--- config.mk ---
export PLATFORM = sky130hd
export DESIGN_NAME = pix_out_fmt
export DESIGN_NICKNAME = d
export VERILOG_FILES = /design/src/rtl/pof_pkg.sv /design/src/rtl/pof_delay_line.sv /design/src/rtl/pof_queue.sv /design/src/rtl/pof_serializer.sv /design/src/rtl/pix_out_fmt.sv
export SDC_FILE = /design/constraint.sdc
export NUM_CORES = 1
export LEC_CHECK = 0
export BUFFER_PORTS_ARGS = -buffer_cell sky130_fd_sc_hd__clkbuf_2
export CELL_PAD_IN_SITES_DETAIL_PLACEMENT = 1
export CELL_PAD_IN_SITES_GLOBAL_PLACEMENT = 2
export CORE_UTILIZATION = 46
export DETAILED_ROUTE_END_ITERATION = 8
export GPL_TIMING_DRIVEN = 0
export HOLD_SLACK_MARGIN = 0.1
export PLACE_DENSITY = 0.83
export SYNTH_ARGS = -nofsm -noshare
export SYNTH_HDL_FRONTEND = slang
export SYNTH_HIERARCHICAL = 1
export SYNTH_SLANG_ARGS = --single-unit
--- constraint.sdc ---
create_clock -name clk -period 3.4 [get_ports clk]
set_input_delay 0.17 -clock clk [delete_from_list [all_inputs] [get_ports clk]]
set_output_delay 0.17 -clock clk [all_outputs]
set_load 0.05 [all_outputs]
--- src/rtl/pof_pkg.sv ---
package pof_pkg;
   // number of non-sample bits packed beside the low sample nibble
   localparam int FLAG_W = 4;
   // channel code values
   localparam logic [1:0] CODE_RED   = 2'b00;
   localparam logic [1:0] CODE_GREEN = 2'b01;
   localparam logic [1:0] CODE_BLUE  = 2'b10;
   localparam logic [1:0] CODE_BAD   = 2'b11;
endpackage

--- src/rtl/pof_delay_line.sv ---
module pof_delay_line #(
   parameter int WORD_W = 16,
   parameter int NSTG   = 16,
   parameter int SEL_W  = 4
) (
   input  logic              clk,
   input  logic              rst_n,
   input  logic              in_vld,
   input  logic [WORD_W-1:0] in_word,
   input  logic [SEL_W-1:0]  sel,
   output logic              tap_vld,
   output logic [WORD_W-1:0] tap_word
);
   logic [NSTG-1:0]   stg_v;
   logic [WORD_W-1:0] stg_w [NSTG];

   for (genvar i = 0; i < NSTG; i++) begin : g_stg
      if (i == 0) begin : g_head
         always_ff @(posedge clk) begin
            if (!rst_n) stg_v[0] <= 1'b0;
            else        stg_v[0] <= in_vld;
            stg_w[0] <= in_word;
         end
      end else begin : g_body
         always_ff @(posedge clk) begin
            if (!rst_n) stg_v[i] <= 1'b0;
            else        stg_v[i] <= stg_v[i-1];
            stg_w[i] <= stg_w[i-1];
         end
      end
   end

   assign tap_vld  = stg_v[sel];
   assign tap_word = stg_w[sel];
endmodule

--- src/rtl/pof_queue.sv ---
module pof_queue #(
   parameter int WORD_W = 16,
   parameter int DEPTH  = 4
) (
   input  logic              clk,
   input  logic              rst_n,
   input  logic              push,
   input  logic [WORD_W-1:0] push_word,
   input  logic              pop,
   output logic [WORD_W-1:0] head_word,
   output logic              head_vld,
   output logic              full
);
   localparam int PTR_W = $clog2(DEPTH);
   localparam int CNT_W = $clog2(DEPTH + 1);

   if (DEPTH < 2 || (1 << PTR_W) != DEPTH) begin : g_bad_depth
      $error("pof_queue: DEPTH must be a power of two, at least 2");
   end

   logic [WORD_W-1:0] mem [DEPTH];
   logic [PTR_W-1:0]  wptr, rptr;
   logic [CNT_W-1:0]  cnt;
   logic              do_push, do_pop;

   assign head_vld  = (cnt != '0);
   assign full      = (cnt == CNT_W'(DEPTH));
   assign do_pop    = pop && head_vld;
   assign do_push   = push && (!full || do_pop);
   assign head_word = mem[rptr];

   always_ff @(posedge clk) begin
      if (do_push) mem[wptr] <= push_word;
   end

   always_ff @(posedge clk) begin
      if (!rst_n) begin
         wptr <= '0;
         rptr <= '0;
         cnt  <= '0;
      end else begin
         if (do_push) wptr <= wptr + 1'b1;
         if (do_pop)  rptr <= rptr + 1'b1;
         case ({do_push, do_pop})
            2'b10:   cnt <= cnt + 1'b1;
            2'b01:   cnt <= cnt - 1'b1;
            default: cnt <= cnt;
         endcase
      end
   end
endmodule

--- src/rtl/pof_serializer.sv ---
module pof_serializer #(
   parameter int DATA_W = 12,
   parameter int BYTE_W = 8,
   parameter int WORD_W = 16
) (
   input  logic              clk,
   input  logic              rst_n,
   input  logic              byte_mode,
   input  logic              head_vld,
   input  logic [WORD_W-1:0] head_word,
   output logic              pop,
   output logic [DATA_W-1:0] out_data,
   output logic              out_vld,
   output logic              beat_mux,
   output logic              beat_second
);
   localparam int PAD_W = DATA_W - BYTE_W;

   logic [BYTE_W-1:0] lo_q;
   logic [DATA_W-1:0] first_beat;
   logic              need_second;

   assign need_second = out_vld && beat_mux && !beat_second;
   assign pop         = head_vld && !need_second;

   // first beat: upper byte padded, or the full sample
   if (PAD_W > 0) begin : g_pad
      assign first_beat = byte_mode ? {head_word[WORD_W-1 -: BYTE_W], {PAD_W{1'b0}}}
                                    : head_word[WORD_W-1 -: DATA_W];
   end else begin : g_nopad
      assign first_beat = byte_mode ? head_word[WORD_W-1 -: BYTE_W]
                                    : head_word[WORD_W-1 -: DATA_W];
   end

   always_ff @(posedge clk) begin
      if (!rst_n) begin
         out_data    <= '0;
         out_vld     <= 1'b0;
         beat_mux    <= 1'b0;
         beat_second <= 1'b0;
         lo_q        <= '0;
      end else if (need_second) begin
         out_data    <= DATA_W'({lo_q, {PAD_W{1'b0}}});
         beat_second <= 1'b1;
      end else if (head_vld) begin
         out_data    <= first_beat;
         out_vld     <= 1'b1;
         beat_mux    <= byte_mode;
         beat_second <= 1'b0;
         lo_q        <= head_word[BYTE_W-1:0];
      end else begin
         out_data    <= '0;
         out_vld     <= 1'b0;
         beat_mux    <= 1'b0;
         beat_second <= 1'b0;
      end
   end
endmodule

--- src/rtl/pix_out_fmt.sv ---
module pix_out_fmt
   import pof_pkg::*;
#(
   parameter int DATA_W     = 12,
   parameter int BYTE_W     = 8,
   parameter int PIX_PERIOD = 4,
   parameter int QDEPTH     = 4
) (
   input  logic              clk,
   input  logic              rst_n,
   input  logic              pix_vld,
   input  logic [DATA_W-1:0] pix_data,
   input  logic [1:0]        chan_code,
   input  logic              flag_timing,
   input  logic              flag_range,
   input  logic              byte_mode,
   input  logic [1:0]        dly_coarse,
   input  logic [1:0]        dly_fine,
   output logic [DATA_W-1:0] out_data,
   output logic              out_vld
);
   localparam int WORD_W  = DATA_W + FLAG_W;
   localparam int MAX_DLY = 3 * PIX_PERIOD + 3;
   localparam int NSTG    = MAX_DLY + 1;
   localparam int SEL_W   = $clog2(NSTG);

   if (WORD_W != 2 * BYTE_W) begin : g_bad_width
      $error("pix_out_fmt: sample plus flags must fill exactly two bytes");
   end
   if (PIX_PERIOD < 1) begin : g_bad_period
      $error("pix_out_fmt: PIX_PERIOD must be at least 1");
   end

   logic [WORD_W-1:0] in_word, tap_word, q_head;
   logic [SEL_W-1:0]  dly_sel;
   logic              tap_vld, q_head_vld, q_full, ser_pop;
   logic              beat_mux, beat_second;

   // packed word: sample, timing flag, channel code, range flag
   assign in_word = {pix_data, flag_timing, chan_code, flag_range};
   assign dly_sel = SEL_W'(int'(dly_coarse) * PIX_PERIOD + int'(dly_fine));

   pof_delay_line #(.WORD_W(WORD_W), .NSTG(NSTG), .SEL_W(SEL_W)) u_dly (
      .clk(clk), .rst_n(rst_n), .in_vld(pix_vld), .in_word(in_word),
      .sel(dly_sel), .tap_vld(tap_vld), .tap_word(tap_word)
   );

   pof_queue #(.WORD_W(WORD_W), .DEPTH(QDEPTH)) u_q (
      .clk(clk), .rst_n(rst_n), .push(tap_vld), .push_word(tap_word),
      .pop(ser_pop), .head_word(q_head), .head_vld(q_head_vld), .full(q_full)
   );

   pof_serializer #(.DATA_W(DATA_W), .BYTE_W(BYTE_W), .WORD_W(WORD_W)) u_ser (
      .clk(clk), .rst_n(rst_n), .byte_mode(byte_mode), .head_vld(q_head_vld),
      .head_word(q_head), .pop(ser_pop), .out_data(out_data), .out_vld(out_vld),
      .beat_mux(beat_mux), .beat_second(beat_second)
   );
endmodule

======== Word level (Yosys, flattened, before mapping) ========
Memories as Yosys holds them, arrays and structs flattened. A register that Yosys moved wholly into a read port is not among the register bits.
Index checks and enable logic that the tools add are counted.
storage, ports and cells
  flip-flop bits (word level) ............. 46
  bits in writable memories ............... 320
  bits of input ports ..................... 24
  logic and storage cells ................. 65
  memories ................................ 2
memory list
  name         depth  bits a word  read ports  clocked after Yosys merged registers in  wr ports  RTL line              RTL
  u_dly.stg_w  16     16           16          0                                        16        pof_delay_line.sv:15  logic [WORD_W-1:0] stg_w [NSTG];
  u_q.mem      4      16           1           1                                        1         pof_queue.sv:21       logic [WORD_W-1:0] mem [DEPTH];
operators by class
  add/sub/neg operators ................... 5
  $lt $le $gt $ge ......................... 1
  equality and inequality tests ........... 3
  muxes and demuxes ....................... 13
  bitwise gates (word level) .............. 3
  reduce and logical (&&, ||, !) cells .... 13
operators by type and width
  cell                 number
  $mux 12              2
  $mux 1               6
  $pmux 3 s2           1
  $logic_and 1x1->1    5
  $lt 4x5->1 const B   1
  $add 2x1->2 const B  2
  $add 4x2->4          1
  $bmux 1 s4           1
  $mux 2               2
  $mux 4               1
  $reduce_or 4->1      1
  $add 3x1->3 const B  1
  $eq 3x3->1 const B   1
  $logic_not 1->1      3
  $not 1->1            3
  $reduce_bool 3->1    1
  $sub 3x1->3 const B  1
  $eq 2x1->1 const B   1
  $eq 2x2->1 const B   1
  $reduce_and 2->1     1
  $reduce_bool 2->1    1
  $logic_or 1x1->1     1

======== Logic depth before layout (Yosys ltp) ========
  word-level depth ........................ 9
  depth in mapped cells ................... 12
  depth with buffers taken out ............ 10

======== Modules after synthesis ========
Netlist, hierarchy kept.
modules (own cells, without submodules)
  module          times used  cells each  area an instance (um^2)  sequential area each (um^2)
  pof_delay_line  1           435         7568.5                   5445.2
  pof_queue       1           143         2850.2                   2102.0
  pof_serializer  1           72          804.5                    460.4

======== Least setup slack after synthesis ========
OpenSTA, ideal clock, no wires.
  path kind ............................... input port to flip-flop
  start ................................... input port dly_fine[0]
  end ..................................... register u_q.cnt[2]
  library setup time ...................... 72 ps
  arrival time ............................ 2574 ps
  data required time ...................... 3328 ps
  setup slack ............................. 754 ps
  cell stages on the path ................. 11
  cell sequence ........................... buf_6 -> buf_2 -> mux4_2 -> a22oi_1 -> nand2_1 -> buf_4 -> or2b_1 -> fa_1 -> nand2b_1 -> o31ai_2 -> mux2i_1
on the way
  cells in the longest elaborated chain, start to end .. 6
  elaborated cells between the ends (all ways) .. 8
RTL lines
  what                                             RTL line              RTL
  from (decl)                                      pix_out_fmt.sv:18     input logic [1:0] dly_fine,
  $add 4x2->4 (*)                                  pix_out_fmt.sv:41     assign dly_sel = SEL_W'(int'(dly_coarse) * PIX_PERIOD + int'(dly_fine));
  $bmux 1 s4 (*)                                   pof_delay_line.sv:33  assign tap_vld = stg_v[sel];
  $mux 1 (not written as such) (*)                 pof_delay_line.sv:33
  via tap_vld                                      pix_out_fmt.sv:36     logic tap_vld, q_head_vld, q_full, ser_pop;
  $logic_and 1x1->1 (*)                            pof_queue.sv:29       assign do_push = push && (!full || do_pop);
  $eq 2x1->1 or $eq 2x2->1 (tied branches)         pof_queue.sv:44       case ({do_push, do_pop})
  $pmux 3 s2 or $reduce_bool 2->1 (tied branches)  --
  to (signal assigned)                             pof_queue.sv:45       2'b10: cnt <= cnt + 1'b1;
  to (signal assigned)                             pof_queue.sv:46       2'b01: cnt <= cnt - 1'b1;
  to (signal assigned)                             pof_queue.sv:47       default: cnt <= cnt;
  to (decl)                                        pof_queue.sv:23       logic [CNT_W-1:0] cnt;
The timed path passes the listed nets; every way through them passes the cells marked *. The select of a mux whose other input is x is not followed.
A chain may end at the register's enable or synchronous reset.

======== Final worst setup path ========
  start ................................... input port dly_fine[1]
  end ..................................... register u_q.cnt[2]
The elaborated chain is that of the path after synthesis.

==> impl_metrics.yaml <==
timing:
  report.final.slew_viol_count: 0
  finalHoldViolCount: 0
  period_needed_ps: 2836
  timing.setup.tns_ps: 0
  finClkSkew_ps: 14.64
  rsz0062_at_grt: "no"
  worstMarginPinSlew_ps: 975.4
  fin_crit_sh_pct: 83.42
  fmax_mhz: 352.6
  fin_worst_hold_slack_ps: 300.0
  setup_violations: 0
  max-slew-margin-rel_pct: 34.97
power_and_ir_drop:
  seq_power_share_pct: 52.1
  sw_frac_of_total_pct: 20.47
  combPwrFrac_pct: 4.1
  power_density_nw_per_um2: 686.0
  switchingPower_mw: 1.850
  p_clk_share_pct: 43.9
  power_mw: 9.039
  p_leak_nw: 5.099
  max-vdd-ir-drop_v: 0.0004067
  p_int_mw: 7.189
floorplan:
  ioPinCount: 37
  die_h_um: 158.2
  num_rows: 56
  die_x_um: 158.2
  initial_core_util_pct: 47.37
  dieArea_sq_um: 25020
  core-area_sq_um: 23680
setup_path:
  crit_start: "dly_fine[1]"
  worstSetupStartpointType: "input pin"
  critPathMaxFanout: 10
  r2r_cells: 11
  cp_data_arrival_time_ps: 3270
  rrSetupSlack_ps: 640
  r2r-start: "u_q/cnt[0]$_SDFFE_PN0P_"
  reg2reg_to: "u_q/cnt[2]$_SDFFE_PN0P_"
  critical_path_class: "input pin to flip-flop"
  worstPathRequired_ps: 3830
  endpoint_kind: "flip-flop"
routing:
  drc: 0
  drtPass1Iterations: 4
  routed_wl_mm: 22.46
  drt_iter0_markers: 318
  detail-route-antenna-nets: 0
  via_per_inst: 5.195
  vias: 5642
  wire_per_inst_um: 20.68
clock_network:
  cts_tree: "yes"
  ctsHtreeMaxLevel: 2
  cts_resized: 0
  path_clk_slew_ps: 60
  hold_buffers: 19
  cts_sinks: 368
  worst_skew_pair.late_latency_ps: 510
  cts.path.max_buffers: 3
  post_cts_buffers: 0
  cts_buffers: 36
  cts-root-buf: "clkbuf_16"
hold_path:
  min_path_cells: 2
  whs_endpoint: "u_dly/stg_w[0][12]$_DFF_P_"
  hold_class: "input pin to flip-flop"
  hold_start: "pix_data[8]"
global_route:
  grt_max_degree: 18
  top_usage_layer: "met2"
  use_met1_pct: 23.99
  antenna_found_initial: 0
  grtUsageMet3_pct: 2.956
  grtUsageTotal_pct: 19.03
  gr-usage-met2_pct: 33.65
  grt_pass1_wl_mm: 35.38
  grt_pass1_vias: 6297
  grt_overflow: 0
place:
  io_buffers: 34
  dpl.hpwl_mm: 14.25
  gp_congestion: 0.7529
yosys:
  avgSynthCellArea_sq_um: 17.29
  syn_area_sq_um: 11220
  syn_inst: 649
  ys.warnings.count: 6
  syn-num-nets: 678
status:
  status: "finished, final reports clean"
job:
  max_cap_viol_count: 0
finish:
  area_delta_synth_final_pct: 17.45
  drive_above_1_share_pct: 26.34
  nets: 769
  antennaDiodeCount: 0
## through the flow
| stage | setup slack (ps) | cell area [sq um] | instances | util, % |
|---|---|---|---|---|
| final | 563.6 | 13180 | 1086 | 55.64 |
| after global placement | 250.9 | 11790 | 1002 | 49.77 |
| after CTS | 557.3 | 13180 | 1086 | 55.64 |
| after global routing | 451.8 | 13180 | 1086 | 55.64 |
| after detailed placement | 84.87 | 11790 | 1002 | 49.77 |
| after floorplan | 754.4 | 11220 | 649 | - |
## critical path, stage by stage
cell and delay, ps:
buf_2 130, clkbuf_1 740, mux4_2 450, a22oi_1 230, nand2_1 140, buf_4 190, or2b_1 230, fa_1 400
nand2b_1 170, o31ai_2 210, mux2i_1 200
## worst max path at each step
stage                                    to  cells past startpoint
floorplan           u_q/cnt[2]$_SDFFE_PN0P_                     11
global placement    u_q/cnt[2]$_SDFFE_PN0P_                     11
detailed placement  u_q/cnt[2]$_SDFFE_PN0P_                     11
CTS                 u_q/cnt[2]$_SDFFE_PN0P_                     11
global route        u_q/cnt[2]$_SDFFE_PN0P_                     11
finish              u_q/cnt[2]$_SDFFE_PN0P_                     11
## cells in the final DEF (no fill, tap or decap), drive strengths merged, types with 4 or more instances in the layout
cell type and count:
inv 10, a32o 8, nor3 4, mux2i 10, buf 22, and2 26, clkbuf 101, dfxtp 304
mux4 84, clkinv 5, a22oi 34, ha 4, dlygate4sd3 19, nand2 40, edfxtp 64, nor2 5
## flip-flops by register name (all words and copies together), names as in the netlist, named ones only
| signal | flops |
|---|---|
| u_ser/lo_q | 8 |
| u_q/wptr | 2 |
| u_dly/stg_v | 16 |
| u_ser/out_vld | 1 |
| u_q/mem | 64 |
| u_ser/beat_second | 1 |
| u_q/rptr | 2 |
| u_ser/beat_mux | 1 |
| u_dly/stg_w | 256 |
| u_q/cnt | 3 |
| u_ser/out_data | 12 |
## cell type report
class / count / area (sq um)
plain buffers: 33 / 197.7
clock buffers: 56 / 1099
clock inverters: 9 / 100.1
fillers: 2188 / 10510
inverters: 8 / 35.03
multi-input cells: 240 / 2978
flip-flops and latches: 368 / 8008
well taps: 319 / 399.1
repair buffers: 53 / 360.3
## routing by layer
metal  routed length [um]  vias up
met5                    0        -
met4                  546        0
met3                  771       49
met2                11520      117
met1                 9620     2891
li1                     -     2585
## power groups by stage
stage | combinational [mW] | clock [mW] | sequential (mW)
global route | 0.396 | 4.20 | 4.72
CTS | 0.371 | 4.04 | 4.71
detailed placement | 0.350 | 0 | 4.80
global placement | 0.336 | 0 | 4.78
finish | 0.366 | 3.97 | 4.71
floorplan | 0.249 | 0 | 4.76
(Power assumes the default switching activity.)
